===== src/rtl/mc_pkg.sv =====
package mc_pkg;
   typedef enum logic [3:0] {
      S_FETCH, S_DECODE, S_MEM_ADDR, S_MEM_READ, S_MEM_WB,
      S_MEM_WRITE, S_R_EXEC, S_R_WB, S_BRANCH, S_JUMP
   } state_e;

   typedef enum logic {ALU_ADD, ALU_SUB} alu_op_e;
   typedef enum logic [1:0] {BSEL_REG, BSEL_FOUR, BSEL_SEXT, BSEL_BOFF} bsel_e;
   typedef enum logic [1:0] {PCS_ALU, PCS_HELD, PCS_JUMP} pcsel_e;

   localparam logic [5:0] OP_RTYPE = 6'h00;
   localparam logic [5:0] OP_LW    = 6'h23;
   localparam logic [5:0] OP_SW    = 6'h2B;
   localparam logic [5:0] OP_BEQ   = 6'h04;
   localparam logic [5:0] OP_J     = 6'h02;
   localparam logic [5:0] FN_ADD   = 6'h20;
   localparam logic [5:0] FN_SUB   = 6'h22;

   localparam int NREG = 32;
   localparam int RA_W = $clog2(NREG);

   typedef struct packed {
      logic    ir_we;
      logic    ab_we;
      logic    hold_we;
      logic    mdr_we;
      logic    pc_we;
      logic    take_if_zero;
      pcsel_e  pc_sel;
      logic    addr_from_hold;
      logic    mem_we;
      logic    a_from_reg;
      bsel_e   b_sel;
      alu_op_e alu_op;
      logic    rf_we;
      logic    dst_is_rd;
      logic    wb_from_mdr;
   } ctrl_t;
endpackage


===== src/rtl/mc_alu.sv =====
module mc_alu import mc_pkg::*; #(
   parameter int W            = 32,
   parameter bit SHARED_ADDER = 1'b1
) (
   input  logic [W-1:0] a,
   input  logic [W-1:0] b,
   input  alu_op_e      op,
   output logic [W-1:0] y,
   output logic         zero
);
   generate
      if (SHARED_ADDER) begin : g_shared
         logic [W-1:0] b_eff;
         assign b_eff = (op == ALU_SUB) ? ~b : b;
         assign y = a + b_eff + {{(W-1){1'b0}}, (op == ALU_SUB)};
      end else begin : g_split
         assign y = (op == ALU_SUB) ? (a - b) : (a + b);
      end
   endgenerate
   assign zero = (y == '0);
endmodule


===== src/rtl/mc_regfile.sv =====
module mc_regfile #(
   parameter int W = 32,
   parameter int N = 32,
   localparam int AW = $clog2(N)
) (
   input  logic          clk,
   input  logic          rst_n,
   input  logic [AW-1:0] ra1,
   input  logic [AW-1:0] ra2,
   input  logic [AW-1:0] ra3,
   output logic [W-1:0]  rd1,
   output logic [W-1:0]  rd2,
   output logic [W-1:0]  rd3,
   input  logic          we,
   input  logic [AW-1:0] wa,
   input  logic [W-1:0]  wd
);
   logic [W-1:0] cells [N];

   generate
      if (N != (1 << AW)) begin : g_bad_n
         $error("mc_regfile: N must be a power of two");
      end
      for (genvar g = 0; g < N; g++) begin : g_cell
         if (g == 0) begin : g_zero
            assign cells[g] = '0;
         end else begin : g_reg
            logic [W-1:0] q;
            always_ff @(posedge clk) begin
               if (!rst_n) q <= '0;
               else if (we && wa == AW'(g)) q <= wd;
            end
            assign cells[g] = q;
         end
      end
   endgenerate

   assign rd1 = cells[ra1];
   assign rd2 = cells[ra2];
   assign rd3 = cells[ra3];

   p_write_lands_r4: assert property (@(posedge clk) disable iff (!rst_n)
      (we && wa != '0) |=> (cells[$past(wa)] == $past(wd)));
   p_zero_ignores_r5: assert property (@(posedge clk) disable iff (!rst_n)
      (we && wa == '0) |=> (rd3 == '0 || ra3 != '0));
endmodule


===== src/rtl/mc_ctrl.sv =====
module mc_ctrl import mc_pkg::*; (
   input  logic       clk,
   input  logic       rst_n,
   input  logic [5:0] opcode,
   input  logic [5:0] funct,
   input  logic [4:0] shamt,
   output state_e     state,
   output ctrl_t      ctl
);
   state_e nxt;
   logic   r_ok;

   assign r_ok = (shamt == 5'd0) && (funct == FN_ADD || funct == FN_SUB);

   always_ff @(posedge clk) begin
      if (!rst_n) state <= S_FETCH;
      else        state <= nxt;
   end

   always_comb begin
      ctl = '0;
      nxt = S_FETCH;
      unique case (state)
         S_FETCH: begin
            ctl.ir_we = 1'b1; ctl.pc_we = 1'b1; ctl.pc_sel = PCS_ALU;
            ctl.b_sel = BSEL_FOUR; ctl.alu_op = ALU_ADD;
            nxt = S_DECODE;
         end
         S_DECODE: begin
            ctl.ab_we = 1'b1; ctl.hold_we = 1'b1;
            ctl.b_sel = BSEL_BOFF; ctl.alu_op = ALU_ADD;
            case (opcode)
               OP_LW, OP_SW: nxt = S_MEM_ADDR;
               OP_RTYPE:     nxt = r_ok ? S_R_EXEC : S_FETCH;
               OP_BEQ:       nxt = S_BRANCH;
               OP_J:         nxt = S_JUMP;
               default:      nxt = S_FETCH;
            endcase
         end
         S_MEM_ADDR: begin
            ctl.a_from_reg = 1'b1; ctl.b_sel = BSEL_SEXT; ctl.hold_we = 1'b1;
            nxt = (opcode == OP_LW) ? S_MEM_READ : S_MEM_WRITE;
         end
         S_MEM_READ: begin
            ctl.addr_from_hold = 1'b1; ctl.mdr_we = 1'b1;
            nxt = S_MEM_WB;
         end
         S_MEM_WB: begin
            ctl.rf_we = 1'b1; ctl.wb_from_mdr = 1'b1;
         end
         S_MEM_WRITE: begin
            ctl.addr_from_hold = 1'b1; ctl.mem_we = 1'b1;
         end
         S_R_EXEC: begin
            ctl.a_from_reg = 1'b1; ctl.b_sel = BSEL_REG; ctl.hold_we = 1'b1;
            ctl.alu_op = (funct == FN_SUB) ? ALU_SUB : ALU_ADD;
            nxt = S_R_WB;
         end
         S_R_WB: begin
            ctl.rf_we = 1'b1; ctl.dst_is_rd = 1'b1;
         end
         S_BRANCH: begin
            ctl.a_from_reg = 1'b1; ctl.b_sel = BSEL_REG; ctl.alu_op = ALU_SUB;
            ctl.take_if_zero = 1'b1; ctl.pc_sel = PCS_HELD;
         end
         S_JUMP: begin
            ctl.pc_we = 1'b1; ctl.pc_sel = PCS_JUMP;
         end
         default: nxt = S_FETCH;
      endcase
   end

   p_decode_follows_r10: assert property (@(posedge clk) disable iff (!rst_n)
      (state == S_FETCH) |=> (state == S_DECODE));
   p_final_returns_r10: assert property (@(posedge clk) disable iff (!rst_n)
      (state == S_MEM_WB || state == S_MEM_WRITE || state == S_R_WB ||
       state == S_BRANCH || state == S_JUMP) |=> (state == S_FETCH));
   p_load_path_r10: assert property (@(posedge clk) disable iff (!rst_n)
      (state == S_MEM_READ) |=> (state == S_MEM_WB));
endmodule


===== src/rtl/mc_core.sv =====
module mc_core import mc_pkg::*; #(
   parameter int          DW           = 32,
   parameter logic [31:0] RESET_PC     = 32'h0,
   parameter bit          SHARED_ADDER = 1'b1
) (
   input  logic          clk,
   input  logic          rst_n,
   output logic [31:0]   mem_addr,
   output logic [31:0]   mem_wdata,
   input  logic [31:0]   mem_rdata,
   output logic          mem_we,
   input  logic [RA_W-1:0] dbg_addr,
   output logic [31:0]   dbg_data,
   output logic          instr_start
);
   generate
      if (DW != 32) begin : g_bad_dw
         $error("mc_core: instruction fields require DW == 32");
      end
   endgenerate

   state_e state;
   ctrl_t  ctl;

   logic [DW-1:0] pc, ir, a_q, b_q, hold_q, mdr_q;
   logic [DW-1:0] rs_val, rt_val, sext, alu_a, alu_b, alu_y, pc_nxt, wb_data;
   logic          alu_zero, pc_en;
   logic [RA_W-1:0] wb_addr;

   mc_ctrl u_ctrl (
      .clk(clk), .rst_n(rst_n),
      .opcode(ir[31:26]), .funct(ir[5:0]), .shamt(ir[10:6]),
      .state(state), .ctl(ctl)
   );

   mc_regfile #(.W(DW), .N(NREG)) u_rf (
      .clk(clk), .rst_n(rst_n),
      .ra1(ir[25:21]), .ra2(ir[20:16]), .ra3(dbg_addr),
      .rd1(rs_val), .rd2(rt_val), .rd3(dbg_data),
      .we(ctl.rf_we), .wa(wb_addr), .wd(wb_data)
   );

   assign sext  = {{(DW-16){ir[15]}}, ir[15:0]};
   assign alu_a = ctl.a_from_reg ? a_q : pc;
   always_comb begin
      unique case (ctl.b_sel)
         BSEL_REG:  alu_b = b_q;
         BSEL_FOUR: alu_b = DW'(4);
         BSEL_SEXT: alu_b = sext;
         default:   alu_b = {sext[DW-3:0], 2'b00};
      endcase
   end

   mc_alu #(.W(DW), .SHARED_ADDER(SHARED_ADDER)) u_alu (
      .a(alu_a), .b(alu_b), .op(ctl.alu_op), .y(alu_y), .zero(alu_zero)
   );

   always_comb begin
      unique case (ctl.pc_sel)
         PCS_ALU:  pc_nxt = alu_y;
         PCS_HELD: pc_nxt = hold_q;
         default:  pc_nxt = {pc[DW-1:DW-4], ir[25:0], 2'b00};
      endcase
   end
   assign pc_en = ctl.pc_we | (ctl.take_if_zero & alu_zero);

   assign wb_addr = ctl.dst_is_rd ? ir[15:11] : ir[20:16];
   assign wb_data = ctl.wb_from_mdr ? mdr_q : hold_q;

   always_ff @(posedge clk) begin
      if (!rst_n) begin
         pc <= RESET_PC; ir <= '0; a_q <= '0; b_q <= '0;
         hold_q <= '0; mdr_q <= '0;
      end else begin
         if (pc_en)       pc     <= pc_nxt;
         if (ctl.ir_we)   ir     <= mem_rdata;
         if (ctl.ab_we)   begin a_q <= rs_val; b_q <= rt_val; end
         if (ctl.hold_we) hold_q <= alu_y;
         if (ctl.mdr_we)  mdr_q  <= mem_rdata;
      end
   end

   assign mem_addr    = ctl.addr_from_hold ? hold_q : pc;
   assign mem_wdata   = b_q;
   assign mem_we      = ctl.mem_we;
   assign instr_start = (state == S_FETCH);

   p_fetch_advance_r2: assert property (@(posedge clk) disable iff (!rst_n)
      (state == S_FETCH) |=> (pc == $past(pc) + DW'(4)));
   p_store_pulse_r7: assert property (@(posedge clk) disable iff (!rst_n)
      mem_we |=> !mem_we);
   p_write_after_addr_r3: assert property (@(posedge clk) disable iff (!rst_n)
      mem_we |-> ($past(state) == S_MEM_ADDR));
   p_branch_taken_r8: assert property (@(posedge clk) disable iff (!rst_n)
      (state == S_BRANCH && alu_zero) |=> (pc == $past(hold_q)));
   p_branch_kept_r8: assert property (@(posedge clk) disable iff (!rst_n)
      (state == S_BRANCH && !alu_zero) |=> $stable(pc));
endmodule


===== config.mk =====
export PLATFORM = sky130hd
export DESIGN_NAME = mc_core
export DESIGN_NICKNAME = d
export VERILOG_FILES = /design/src/rtl/mc_pkg.sv /design/src/rtl/mc_alu.sv /design/src/rtl/mc_regfile.sv /design/src/rtl/mc_ctrl.sv /design/src/rtl/mc_core.sv
export SDC_FILE = /design/constraint.sdc
export NUM_CORES = 2
export LEC_CHECK = 0
export BUFFER_PORTS_ARGS = -buffer_cell sky130_fd_sc_hd__buf_2
export CAP_MARGIN = 20
export CORE_MARGIN = 3
export CORE_UTILIZATION = 66
export CTS_BUF_LIST = sky130_fd_sc_hd__clkbuf_8
export DETAILED_ROUTE_END_ITERATION = 6
export PLACE_DENSITY = 0.83
export SETUP_SLACK_MARGIN = 0.3
export SLEW_MARGIN = 0
export SYNTH_ARGS = -nofsm -noshare
export SYNTH_HDL_FRONTEND = slang
export SYNTH_SLANG_ARGS = --single-unit

===== constraint.sdc =====
create_clock -name clk -period 8.17 [get_ports clk]
set_clock_uncertainty 0.15 [all_clocks]
set_input_delay 0.4085 -clock clk [delete_from_list [all_inputs] [get_ports clk]]
set_output_delay 0.4085 -clock clk [all_outputs]
set_load 0.1 [all_outputs]

==> PnR_summary.wiki <==
{| class="wikitable"
! Metric !! Value
|-
| HP Start || mem_rdata[31]
|-
| CP Launch Point || u_ctrl.state[3]$_SDFF_PN0_
|-
| List of most frequent post-synthesis cells || 1229 x sky130_fd_sc_hd__nor2_1, 1188 x sky130_fd_sc_hd__dfxtp_1, 1011 x sky130_fd_sc_hd__a211oi_1
|-
| Number of filler cells placed in the layout || 6689
|-
| Global-route congestion overflow total || 0
|-
| Most frequently used flop master after synthesis || sky130_fd_sc_hd__dfxtp_1
|-
| Post-synthesis instance area || 68300 um^2
|-
| Full die area || 107000 um^2
|-
| Number of distinct library cell variants in the gate-level netlist after synthesis || 83
|-
| Comb power frac || 0.126
|-
| Kind of start point of the critical path || register
|-
| Number of instances in the synthesized netlist || 6428
|-
| Number of design rule violations left after detail routing || 9
|-
| Net Sw Frac || 0.290
|-
| Cell with the most instances after synthesis || sky130_fd_sc_hd__nor2_1
|-
| H-tree levels || 4
|-
| Leakage power || 0.0237 uW
|-
| Class of the worst hold path || in -> reg
|-
| Clock network fraction of design power || 0.430
|-
| Hold path endpoint || mdr_q[31]$_SDFFE_PN0P_
|-
| Routability congestion estimate from global placement || 1.07
|-
| IO buf count || 136
|-
| Dominant cells by area after synthesis || sky130_fd_sc_hd__dfxtp_1 35%, sky130_fd_sc_hd__mux4_2 29%, sky130_fd_sc_hd__a211oi_1 11%
|-
| Global routing usage summed across all routing layers || 0.447
|-
| Worst path arrival time || 8.05 ns
|-
| Routed via count divided by cell count || 7.75
|-
| Flip-flop and latch count after synthesis || 1188
|-
| Gate family responsible for the most delay along the worst path || simple AND/OR/NAND/NOR gates
|-
| Sum of routed wire length over all layers || 243 mm
|-
| Global-route wire length before repair || 362 mm
|-
| Critical register-to-register path startpoint || u_ctrl.state[3]$_SDFF_PN0_
|-
| Max-slew headroom || 0.163
|-
| Worst voltage drop across the vdd grid || 0.173 mV
|-
| Total clock buffers created by CTS || 193
|-
| Post-synth EDFFs || 0
|-
| Worst path cell trace || nor4b_4 > or2_2 > xnor2_1 > fa_1 > a211oi_1 > o21ai_1 > a211oi_2 > xnor2_1 > or4_1 > nor4_1 > nand4_1 > nor4_2 > nor2_1 > a31o_2
|-
| Setup repair after global routing missed its margin || no
|-
| Final critical path time including I/O delays and setup || 7.41 ns
|-
| Max-Cap Viols || 0
|-
| Layout Area Growth over Synthesis || 8.72%
|-
| Sequential cell fraction of total power || 0.445
|-
| Int Pwr || 9570 uW
|-
| Initial DRT Pass Iterations || 7
|-
| Ports placed on the boundary || 137
|-
| Fraction of post-synthesis cell area in the top cell type by area || 0.348
|-
| Post-layout total power || 13500 uW
|-
| Required time at the worst-slack endpoint || 8.81 ns
|-
| Number of antenna violations at the first check in global routing || 5
|-
| Critical Path Max Stage Delay || 0.93 ns
|-
| Buf+Inv Stages, Crit Path || 0
|-
| Worst hold path depth || 4
|-
| Detailed router's first-iteration violation count || 11100
|-
| Total number of vias || 59600
|-
| CTS root buffer || sky130_fd_sc_hd__clkbuf_8
|-
| Upper clock frequency limit || 135 MHz
|-
| Fraction of registers with async set or reset after synthesis || 0
|-
| Avg Synthesized Cell Area || 10.6 um^2
|-
| DIE WIDTH || 328 um
|-
| Worst Path Max Fanout || 32
|-
| Cell area power density || 182 nW/um^2
|-
| Drt wl/cell || 31.5 um
|-
| Synth warn || 0
|-
| Kind of critical path || reg -> reg
|-
| Destination of the worst register-to-register timing path || pc[13]$_SDFFE_PN0P_
|-
| Clk_lat worst skew || 0.91 ns
|-
| Placed wire-length estimate || 143 mm
|-
| Initial standard-cell utilization of the core || 0.668
|-
| Max-slew violations || 0
|-
| Post-DRT Antenna Nets || 0
|-
| Final number of setup-violating endpoints || 0
|-
| Sequential share of the synthesized area || 0.348
|-
| Largest net degree at the start of global routing || 234
|-
| Syn_nets || 6498
|-
| Vias in the first global route || 57600
|-
| Number of nets in the final layout || 6235
|-
| Final cycle utilization of the critical path || 0.907
|-
| Biggest area consumer among synthesized cells || sky130_fd_sc_hd__dfxtp_1
|-
| Most frequent CP cell || sky130_fd_sc_hd__xnor2_1
|-
| Final setup TNS || 0 ns
|-
| Worst R2R Setup Slack || 0.76 ns
|-
| Final-report hold violation count || 0
|-
| Clock sink total || 1188
|-
| Die outline height || 328 um
|-
| TritonCTS clock tree || done
|-
| Endpoint kind of the worst setup timing path || register
|-
| Slowest cell on the critical path || sky130_fd_sc_hd__or2_2
|-
| Deepest clock path buffer count || 3
|-
| Failing checks || design-rule violations
|-
| Worst Tran Pin Value || 1.26 ns
|-
| Share of cells above drive strength 1 || 0.278
|-
| Length in cells of the worst reg-to-reg path || 14
|-
| Site Rows || 117
|-
| Cells resized by post-CTS repair || 0
|-
| Area of the core region || 102000 um^2
|-
| Result of the run || finished with violations
|-
| Clk pin slew, worst setup/hold paths || 0.07 ns
|-
| Reported net switching power || 3900 uW
|-
| Total number of cells along the worst setup path || 14
|}
[registers in the layout (all words and copies together), names as in the netlist]
register             cells
mdr_q                   32
a_q                     32
pc                      32
hold_q                  32
u_rf.g_cell.g_reg.q    992
u_ctrl.state             4
mem_wdata               32
ir                      32
[worst max-delay path by stage]
stage	endpoint	slack, ns
3_5_place_dp	pc[1]$_SDFFE_PN0P_	0.99
3_3_place_gp	pc[1]$_SDFFE_PN0P_	1.06
6_report	pc[13]$_SDFFE_PN0P_	0.76
4_1_cts	pc[1]$_SDFFE_PN0P_	0.94
2_1_floorplan	pc[26]$_SDFFE_PN0P_	2.25
5_1_grt	pc[11]$_SDFFE_PN0P_	0.50
[power by group through the flow]
stage	Combinational [uW]	Sequential, uW	Clock [uW]
after global placement	1610	6100	0
final	1690	5990	5790
after CTS	1630	5980	5770
after global routing	1750	5980	6020
after floorplan	1220	5990	0
after detailed placement	1620	6100	0
[placed cells by master (no fill, tap or decap), types with 23 or more instances in the layout]
cell and instances:
sky130_fd_sc_hd__nor3_1 26, sky130_fd_sc_hd__buf_4 127, sky130_fd_sc_hd__mux2_2 193, sky130_fd_sc_hd__nor2_4 23, sky130_fd_sc_hd__clkinv_2 35, sky130_fd_sc_hd__dfxtp_1 1179, sky130_fd_sc_hd__ha_1 30, sky130_fd_sc_hd__clkbuf_8 255
sky130_fd_sc_hd__nand3_1 29, sky130_fd_sc_hd__dlygate4sd3_1 33, sky130_fd_sc_hd__mux4_2 864, sky130_fd_sc_hd__mux2i_1 79, sky130_fd_sc_hd__nor2_1 1204, sky130_fd_sc_hd__a211oi_1 1011, sky130_fd_sc_hd__a21oi_1 232, sky130_fd_sc_hd__o21ai_0 53
sky130_fd_sc_hd__buf_2 132, sky130_fd_sc_hd__xnor2_1 41, sky130_fd_sc_hd__a22o_1 112, sky130_fd_sc_hd__inv_1 53, sky130_fd_sc_hd__mux2i_2 27, sky130_fd_sc_hd__nand2_1 233
[stage by stage]
step                      area, um^2  std cells  setup WS [ns]  hold slack (ns)   util
final                          74200       7700          0.762            0.159  0.726
after global routing           74200       7695          0.498            0.148  0.726
after CTS                      74100       7690          0.938           0.0980  0.725
after detailed placement       69400       7301          0.985            0.310  0.680
after global placement         69400       7300           1.06            0.302  0.679
after floorplan                68300       6428           2.25            0.286      -
[timing repair]
action / CTS / global route
buffers inserted: 0 / 0
hold endpoints to repair: 76 / 0
setup endpoints to repair: 0 / 0
hold buffers: 33 / 0
[layer usage]
| metal | vias to the layer above | wire length (um) | GRT usage |
|---|---|---|---|
| met5 | - | 77 | 0 |
| met4 | 10 | 17300 | 0.279 |
| met3 | 1273 | 40100 | 0.159 |
| met2 | 5428 | 102000 | 0.626 |
| met1 | 28600 | 83700 | 0.594 |
| li1 | 24300 | - | - |
[cell families after synthesis]
| kind of cell | Yosys count | share of synthesized area |
|---|---|---|
| xor+xnor | 51 | 0.00665 |
| fa+ha+maj | 31 | 0.00579 |
| flops | 1188 | 0.348 |
| compound gates | 1560 | 0.165 |
| simple gates | 1647 | 0.0977 |
| buf+inv | 783 | 0.0436 |
| mux | 1168 | 0.333 |
[area by class of cell]
type,count,area (um^2),share of cell area
Multi-Input combinational cell,4457,42000,0.565
Sequential cell,1188,23800,0.321
Clock buffer,255,3510,0.0473
Timing Repair Buffer,310,2300,0.0310
Tap cell,1368,1710,0.0231
Clock inverter,101,836,0.0113
Inverter,15,66.3,0.000893
Antenna cell,6,15.0,0.000202
[tightest hold or removal path, cell delays in order]
cell                            delay (ns)
sky130_fd_sc_hd__dlygate4sd3_1        0.53
sky130_fd_sc_hd__buf_2                0.13
sky130_fd_sc_hd__nand2_1              0.05
sky130_fd_sc_hd__a21oi_1              0.05
Power figures use the tool's default switching activity.
